$ cat src/rtl/phr_pkg.sv
// Package: shared raster-control type for the phosphor readout stage.
// Assumes: sync signals are active low, active-video is active high.
package phr_pkg;

    typedef struct packed {
        logic hsync_n;
        logic vsync_n;
        logic active;
    } raster_ctl_t;

    localparam raster_ctl_t CTL_IDLE = '{hsync_n: 1'b1, vsync_n: 1'b1, active: 1'b0};

endpackage

$ cat src/rtl/phr_frame_counter.sv
// Module: phr_frame_counter
// Keeps the current frame number. It advances once on each falling edge of the
// incoming vertical sync and wraps before the reserved all-ones code.
// Assumes: vsync_n_in is synchronous to clk and idles high during reset.
module phr_frame_counter #(
    parameter int TAG_BITS = 3
) (
    input  logic                clk,
    input  logic                rst_n,
    input  logic                vsync_n_in,
    output logic [TAG_BITS-1:0] frame_o
);
    localparam logic [TAG_BITS-1:0] LAST_FRAME = {{(TAG_BITS-1){1'b1}}, 1'b0};
    localparam logic [TAG_BITS-1:0] NEVER_TAG  = '1;

    logic vs_prev;
    logic vs_fall;

    assign vs_fall = vs_prev & ~vsync_n_in;

    // Remember last vsync level for edge detection.
    always_ff @(posedge clk) begin
        if (!rst_n) vs_prev <= 1'b1;
        else        vs_prev <= vsync_n_in;
    end

    // Step the frame number on each vsync fall, skipping the reserved code.
    always_ff @(posedge clk) begin
        if (!rst_n)                        frame_o <= '0;
        else if (vs_fall && frame_o == LAST_FRAME) frame_o <= '0;
        else if (vs_fall)                  frame_o <= frame_o + 1'b1;
    end

    assert_frame_not_reserved_R10: assert property (@(posedge clk) disable iff (!rst_n)
        frame_o != NEVER_TAG);

    assert_frame_holds_R2: assert property (@(posedge clk) disable iff (!rst_n)
        !vs_fall |=> $stable(frame_o));

    assert_frame_moves_R2: assert property (@(posedge clk) disable iff (!rst_n)
        vs_fall |=> (frame_o != $past(frame_o)));

endmodule

$ cat src/rtl/phr_ctl_delay.sv
// Module: phr_ctl_delay
// Shift register for the raster control signals. It gives the full-depth
// delayed copy and the active flag tapped after TAP stages.
// Assumes: 1 <= TAP <= DEPTH.
module phr_ctl_delay
    import phr_pkg::*;
#(
    parameter int DEPTH = 4,
    parameter int TAP   = 2
) (
    input  logic        clk,
    input  logic        rst_n,
    input  raster_ctl_t ctl_i,
    output logic        tap_active_o,
    output raster_ctl_t ctl_o
);
    raster_ctl_t pipe [DEPTH];

    for (genvar s = 0; s < DEPTH; s++) begin : g_stage
        // Each stage copies its predecessor, idle in reset.
        always_ff @(posedge clk) begin
            if (!rst_n)      pipe[s] <= CTL_IDLE;
            else if (s == 0) pipe[s] <= ctl_i;
            else             pipe[s] <= pipe[(s == 0) ? 0 : s-1];
        end
    end

    assign tap_active_o = pipe[TAP-1].active;
    assign ctl_o        = pipe[DEPTH-1];

endmodule

$ cat src/rtl/phr_age_filter.sv
// Module: phr_age_filter
// Two-stage filter. Stage 1 extracts the tag, computes the age modulo the frame
// period and flags expiry. Stage 2 applies the fade policy and blanking.
// Assumes: frame_i never holds the all-ones code; the tag sits above red,
// green and blue in pix_i.
module phr_age_filter #(
    parameter int CH_BITS  = 4,
    parameter int TAG_BITS = 3
) (
    input  logic                          clk,
    input  logic                          rst_n,
    input  logic [TAG_BITS+3*CH_BITS-1:0] pix_i,
    input  logic                          active_i,
    input  logic [TAG_BITS-1:0]           frame_i,
    input  logic [TAG_BITS-1:0]           age_limit_i,
    input  logic                          dim_i,
    output logic [3*CH_BITS-1:0]          rgb_o
);
    localparam int RGB_BITS = 3 * CH_BITS;

    logic [TAG_BITS-1:0] tag;
    logic [TAG_BITS-1:0] borrow;
    logic [TAG_BITS-1:0] age;
    logic                expired;

    logic [RGB_BITS-1:0] s1_rgb;
    logic [TAG_BITS-1:0] s1_age;
    logic                s1_expired;
    logic                s1_active;
    logic [RGB_BITS-1:0] shaped;

    assign tag    = pix_i[RGB_BITS +: TAG_BITS];
    // Going below zero skips the reserved code: subtract one extra step.
    assign borrow = {{(TAG_BITS-1){1'b0}}, (frame_i < tag)};
    assign age    = frame_i - tag - borrow;
    assign expired = (&tag) || (age > age_limit_i);

    // Stage 1: hold color, age and expiry for the policy stage.
    always_ff @(posedge clk) begin
        if (!rst_n) begin
            s1_rgb     <= '0;
            s1_age     <= '0;
            s1_expired <= 1'b1;
            s1_active  <= 1'b0;
        end else begin
            s1_rgb     <= pix_i[RGB_BITS-1:0];
            s1_age     <= age;
            s1_expired <= expired;
            s1_active  <= active_i;
        end
    end

    for (genvar c = 0; c < 3; c++) begin : g_chan
        // Per channel: shift by age in dim mode, pass through otherwise.
        always_comb begin
            if (dim_i) shaped[c*CH_BITS +: CH_BITS] = s1_rgb[c*CH_BITS +: CH_BITS] >> s1_age;
            else       shaped[c*CH_BITS +: CH_BITS] = s1_rgb[c*CH_BITS +: CH_BITS];
        end
    end

    // Stage 2: black for blanking or expiry, shaped color otherwise.
    always_ff @(posedge clk) begin
        if (!rst_n)                       rgb_o <= '0;
        else if (!s1_active || s1_expired) rgb_o <= '0;
        else                              rgb_o <= shaped;
    end

    assert_expired_black_R5: assert property (@(posedge clk) disable iff (!rst_n)
        s1_expired |=> (rgb_o == '0));

    assert_never_tag_black_R7: assert property (@(posedge clk) disable iff (!rst_n)
        (&tag) |=> ##1 (rgb_o == '0));

    assert_dim_not_brighter_R6: assert property (@(posedge clk) disable iff (!rst_n)
        1'b1 |=> (rgb_o[CH_BITS-1:0] <= $past(s1_rgb[CH_BITS-1:0])));

endmodule

$ cat src/rtl/phosphor_readout.sv
// Module: phosphor_readout (top)
// Filters framebuffer read data by frame age to imitate phosphor decay. It
// delays sync and active-video by RD_LAT+2 so that they stay aligned with color.
// Assumes: pix_data returns exactly RD_LAT cycles after the control signals of
// its address; RD_LAT >= 1.
module phosphor_readout
    import phr_pkg::*;
#(
    parameter int CH_BITS  = 4,
    parameter int TAG_BITS = 3,
    parameter int RD_LAT   = 2
) (
    input  logic                          clk,
    input  logic                          rst_n,
    input  logic                          hsync_n_in,
    input  logic                          vsync_n_in,
    input  logic                          active_in,
    input  logic [TAG_BITS+3*CH_BITS-1:0] pix_data,
    input  logic [TAG_BITS-1:0]           age_limit,
    input  logic                          fade_dim,
    output logic [CH_BITS-1:0]            red,
    output logic [CH_BITS-1:0]            green,
    output logic [CH_BITS-1:0]            blue,
    output logic                          hsync_n,
    output logic                          vsync_n,
    output logic                          active
);
    localparam int FILT_STAGES = 2;
    localparam int CTL_DEPTH   = RD_LAT + FILT_STAGES;

    raster_ctl_t         ctl_in;
    raster_ctl_t         ctl_out;
    logic                act_at_data;
    logic [TAG_BITS-1:0] frame_now;
    logic [3*CH_BITS-1:0] rgb;

    assign ctl_in = '{hsync_n: hsync_n_in, vsync_n: vsync_n_in, active: active_in};

    phr_frame_counter #(.TAG_BITS(TAG_BITS)) u_frame (
        .clk        (clk),
        .rst_n      (rst_n),
        .vsync_n_in (vsync_n_in),
        .frame_o    (frame_now)
    );

    phr_ctl_delay #(.DEPTH(CTL_DEPTH), .TAP(RD_LAT)) u_delay (
        .clk          (clk),
        .rst_n        (rst_n),
        .ctl_i        (ctl_in),
        .tap_active_o (act_at_data),
        .ctl_o        (ctl_out)
    );

    phr_age_filter #(.CH_BITS(CH_BITS), .TAG_BITS(TAG_BITS)) u_filter (
        .clk         (clk),
        .rst_n       (rst_n),
        .pix_i       (pix_data),
        .active_i    (act_at_data),
        .frame_i     (frame_now),
        .age_limit_i (age_limit),
        .dim_i       (fade_dim),
        .rgb_o       (rgb)
    );

    assign red     = rgb[2*CH_BITS +: CH_BITS];
    assign green   = rgb[CH_BITS +: CH_BITS];
    assign blue    = rgb[0 +: CH_BITS];
    assign hsync_n = ctl_out.hsync_n;
    assign vsync_n = ctl_out.vsync_n;
    assign active  = ctl_out.active;

    assert_blank_is_black_R8: assert property (@(posedge clk) disable iff (!rst_n)
        !active |-> (rgb == '0));

endmodule

$ cat config.mk
export PLATFORM = sky130hd
export DESIGN_NAME = phosphor_readout
export DESIGN_NICKNAME = d
export VERILOG_FILES = /design/src/rtl/phr_pkg.sv /design/src/rtl/phr_frame_counter.sv /design/src/rtl/phr_ctl_delay.sv /design/src/rtl/phr_age_filter.sv /design/src/rtl/phosphor_readout.sv
export SDC_FILE = /design/constraint.sdc
export NUM_CORES = 1
export LEC_CHECK = 0
export CAP_MARGIN = 20
export CORE_ASPECT_RATIO = 1.5
export CORE_MARGIN = 1.5
export CORE_UTILIZATION = 52
export CTS_CLUSTER_DIAMETER = 30
export DETAILED_ROUTE_END_ITERATION = 12
export PLACE_DENSITY = 0.88
export SLEW_MARGIN = 10
export SYNTH_ARGS = -nofsm -noshare
export SYNTH_HDL_FRONTEND = slang
export SYNTH_SLANG_ARGS = --single-unit
$ cat constraint.sdc
create_clock -name clk -period 6.6 [get_ports clk]
set_input_delay 1.98 -clock clk [delete_from_list [all_inputs] [get_ports clk]]
set_output_delay 1.98 -clock clk [all_outputs]
set_load 0.02 [all_outputs]
==> impl_metrics.csv <==
group,metric,value,unit
floorplan,fp-row-count,24,
sta,post-route-period-util,0.807,
sta,setup_viol,0,
synthesis,yosysTopAreaCell,"dfxtp_1",
cells_and_area,drive_gt1_frac,0.0622,
worst_setup_path,startpoint,"pix_data[13]",
floorplan,ioPinCount,39,
power_and_ir_drop,p_total,0.541,mW
global_route,grt_max_degree,32,
detailed_routing,vias_per_cell,5.00,
global_route,antenna_found_initial,0,
clocking,cts.repair.resized,0,
detailed_routing,route.detailed.drc,0,
sta,grt_setup_unrepaired,"no",
detailed_routing,vias,1161,
power_and_ir_drop,p_leak,0.874,nW
global_route,grt_pass1_vias,1193,
worst_setup_path,arrival,5.45,ns
floorplan,die_h,72.0,microns
clocking,root_buffer,"clkbuf_8",
sta,fmaxAchievable,188,MHz
clocking,cts_buffer_depth,2,
worst_setup_path,r2r_slack,3.07,ns
global_route,grt_pass1_wl,4.80,mm
detailed_routing,route.detailed.wl_per_inst,12.3,microns
synthesis,synth-edff-count,0,
detailed_routing,wl,2.85,mm
floorplan,design.die.area,0.00353,sq mm
clocking,clk-insertion-delay-late,0.29,ns
sta,fin_crit,5.33,ns
worst_setup_path,required,6.73,ns
cells_and_area,syn_to_final_growth,30.0,%
worst_setup_path,worstReg2RegStart,"u_frame.frame_o[1]",
global_route,grt.overflow.total,0,
global_route,grt_util_all_layers,0.180,
worst_setup_path,path_max_fanout,2,
cells_and_area,insertedDiodeCount,0,
worst_setup_path,end_kind,"register",
synthesis,async_reset_ff_frac,0,
sta,setup_tns,0,ns
synthesis,synth_ff_type,"dfxtp_1",
cells_and_area,fillers,216,
synthesis,avgSynthCellArea,10.7,sq um
placed_design,place_congestion,0.942,
detailed_routing,drt_iter0_markers,16,
clocking,numCtsBuffers,5,
hold_path,worstHoldStart,"u_delay.pipe[1][2]",
placed_design,port_buffers,38,
clocking,cts_tree,"done",
synthesis,synthTopCellsByArea,"dfxtp_1, and2_1, ha_1, nand2b_1, a22oi_1",
synthesis,ys_top_cells_by_count,"dfxtp_1, and2_1, nand2b_1, nor2_1",
sta,relSlewSlack,0.467,
floorplan,start_util,0.555,
cells_and_area,layout.nets,228,
hold_path,hold_class,"reg -> reg",
clocking,post_cts_buffers,0,
sta,drv_slew,0,
synthesis,synth_area,0.00165,sq mm
synthesis,ys_seq_area_frac,0.522,
sta,fin_skew,0.00625,ns
floorplan,core,0.00297,sq mm
synthesis,syn_nets,189,
placed_design,place_hpwl,2.27,mm
clocking,holdBufCountCts,0,
sta,finalHoldViolCount,0,
synthesis,syn_inst,154,
clocking,cts.sinks,43,
sta,worst_pin_slew,0.797,ns
synthesis,synth_most_common_cell,"dfxtp_1",
worst_setup_path,critical_path_class,"in -> reg",
detailed_routing,ant_nets,0,
synthesis,ys_warn_count,0,
outcome,status,"finished, final reports clean",
job,timing.max_cap.violations,0,
synthesis,ys_seq_elements,43,
clocking,clk_pin_slew_worst_paths,0.07,ns
worst_setup_path,critPathLaunchType,"input port",
detailed_routing,dr.pass1.iters,4,
synthesis,synth_cell_types,29,
power_and_ir_drop,peakVddDrop,0.178,mV
power_and_ir_drop,p_per_area,252,mW/mm^2
clocking,htree_levels,2,
synthesis,synth_top_area_frac,0.522,
floorplan,fp.dieW,49.0,microns
==> worst max-delay path, cell delays in order <==
cell	delay, ns
clkdlybuf4s50_1	0.51
inv_1	0.08
ha_1	0.29
a21boi_0	0.12
o21ai_0	0.15
nand2b_1	0.10
fa_1	0.53
inv_1	0.05
ha_1	0.17
nor2_1	0.13
fa_1	0.46
inv_1	0.08
ha_1	0.24
nor2b_1	0.14
o21a_1	0.16
o21ai_0	0.16
o311ai_1	0.11
==> placed cells by master, fill, tap and decap left out <==
cell and n:
a22o_1 3, clkbuf_8 5, a21boi_1 1, dfxtp_1 43, o21ai_0 5, nor2_1 11, a22oi_1 6, inv_1 9
clkdlybuf4s50_1 38, and2_1 20, nand2_1 2, mux2_2 3, a21o_1 1, fa_1 2, bufinv_16 1, a222oi_1 3
nand2b_1 11, a21boi_0 1, and2_4 1, xnor2_1 2, nor2b_1 6, nor2b_4 1, or3b_1 1, o21a_1 1
ha_1 9, o311ai_1 1, and3_1 3, clkbuf_1 1, nand3_1 1, o31ai_2 1
==> registers in the layout, indices dropped and copies added, names as in the netlist <==
| signal | cells |
|---|---|
| u_delay.pipe | 12 |
| u_filter.s1_age | 3 |
| u_filter.rgb_o | 12 |
| u_filter.s1_expired | 1 |
| u_filter.s1_rgb | 12 |
| u_frame.frame_o | 3 |
==> per-stage QoR <==
step	util	cell area, sq um	std cells	setup WS (ns)	hold slack, ns
3_3_place_gp	0.686	2040	225	1.22	0.388
6_report	0.721	2140	232	1.27	0.407
4_1_cts	0.721	2140	232	1.27	0.414
3_5_place_dp	0.686	2040	225	0.971	0.393
5_1_grt	0.721	2140	232	1.06	0.437
2_1_floorplan	-	1650	154	1.86	0.386
==> logic make-up after synthesis <==
family / share of synthesized area
flip-flops: 0.522
XOR/XNOR: 0.0106
multiplexers: 0.0205
AO/OA/AOI/OAI: 0.108
AND/OR/NAND/NOR: 0.203
buffers and inverters: 0.0432
adder cells (fa/ha/maj): 0.0926
==> path summary, 6_finish.rpt <==
| check | endpoint | cells past startpoint |
|---|---|---|
| max | u_filter.s1_expired | 17 |
| max reg2reg | u_filter.s1_expired | 15 |
| min | u_delay.pipe[2][2] | 1 |
| min reg2reg | u_delay.pipe[2][2] | 1 |
==> power breakdown <==
group | leakage [nW] | internal, mW | total (mW) | switching (mW)
sequential | 0.353 | 0.271 | 0.280 | 0.00941
clock | 0.0513 | 0.111 | 0.188 | 0.0769
combinational | 0.469 | 0.0416 | 0.0729 | 0.0313
total | 0.874 | 0.423 | 0.541 | 0.118
==> routing by layer <==
layer	vias up	share of wire	GRT usage	routed length (microns)
met5	-	0	0	0
met4	0	0.040	0.130	113
met3	12	0.044	0.0453	125
met2	41	0.56	0.356	1600
met1	523	0.35	0.150	1010
li1	585	-	-	-
==> cell type report <==
| cell class | instances | area [sq um] | area share |
|---|---|---|---|
| tap | 39 | 48.8 | 0.0228 |
| clock inverter | 1 | 30.0 | 0.0140 |
| multi-input combinational | 96 | 717 | 0.335 |
| timing repair buffer | 38 | 380 | 0.177 |
| inverter | 9 | 33.8 | 0.0158 |
| sequential | 43 | 861 | 0.402 |
| clock buffer | 6 | 72.6 | 0.0339 |
No activity file was read; power rests on OpenSTA's default activity.
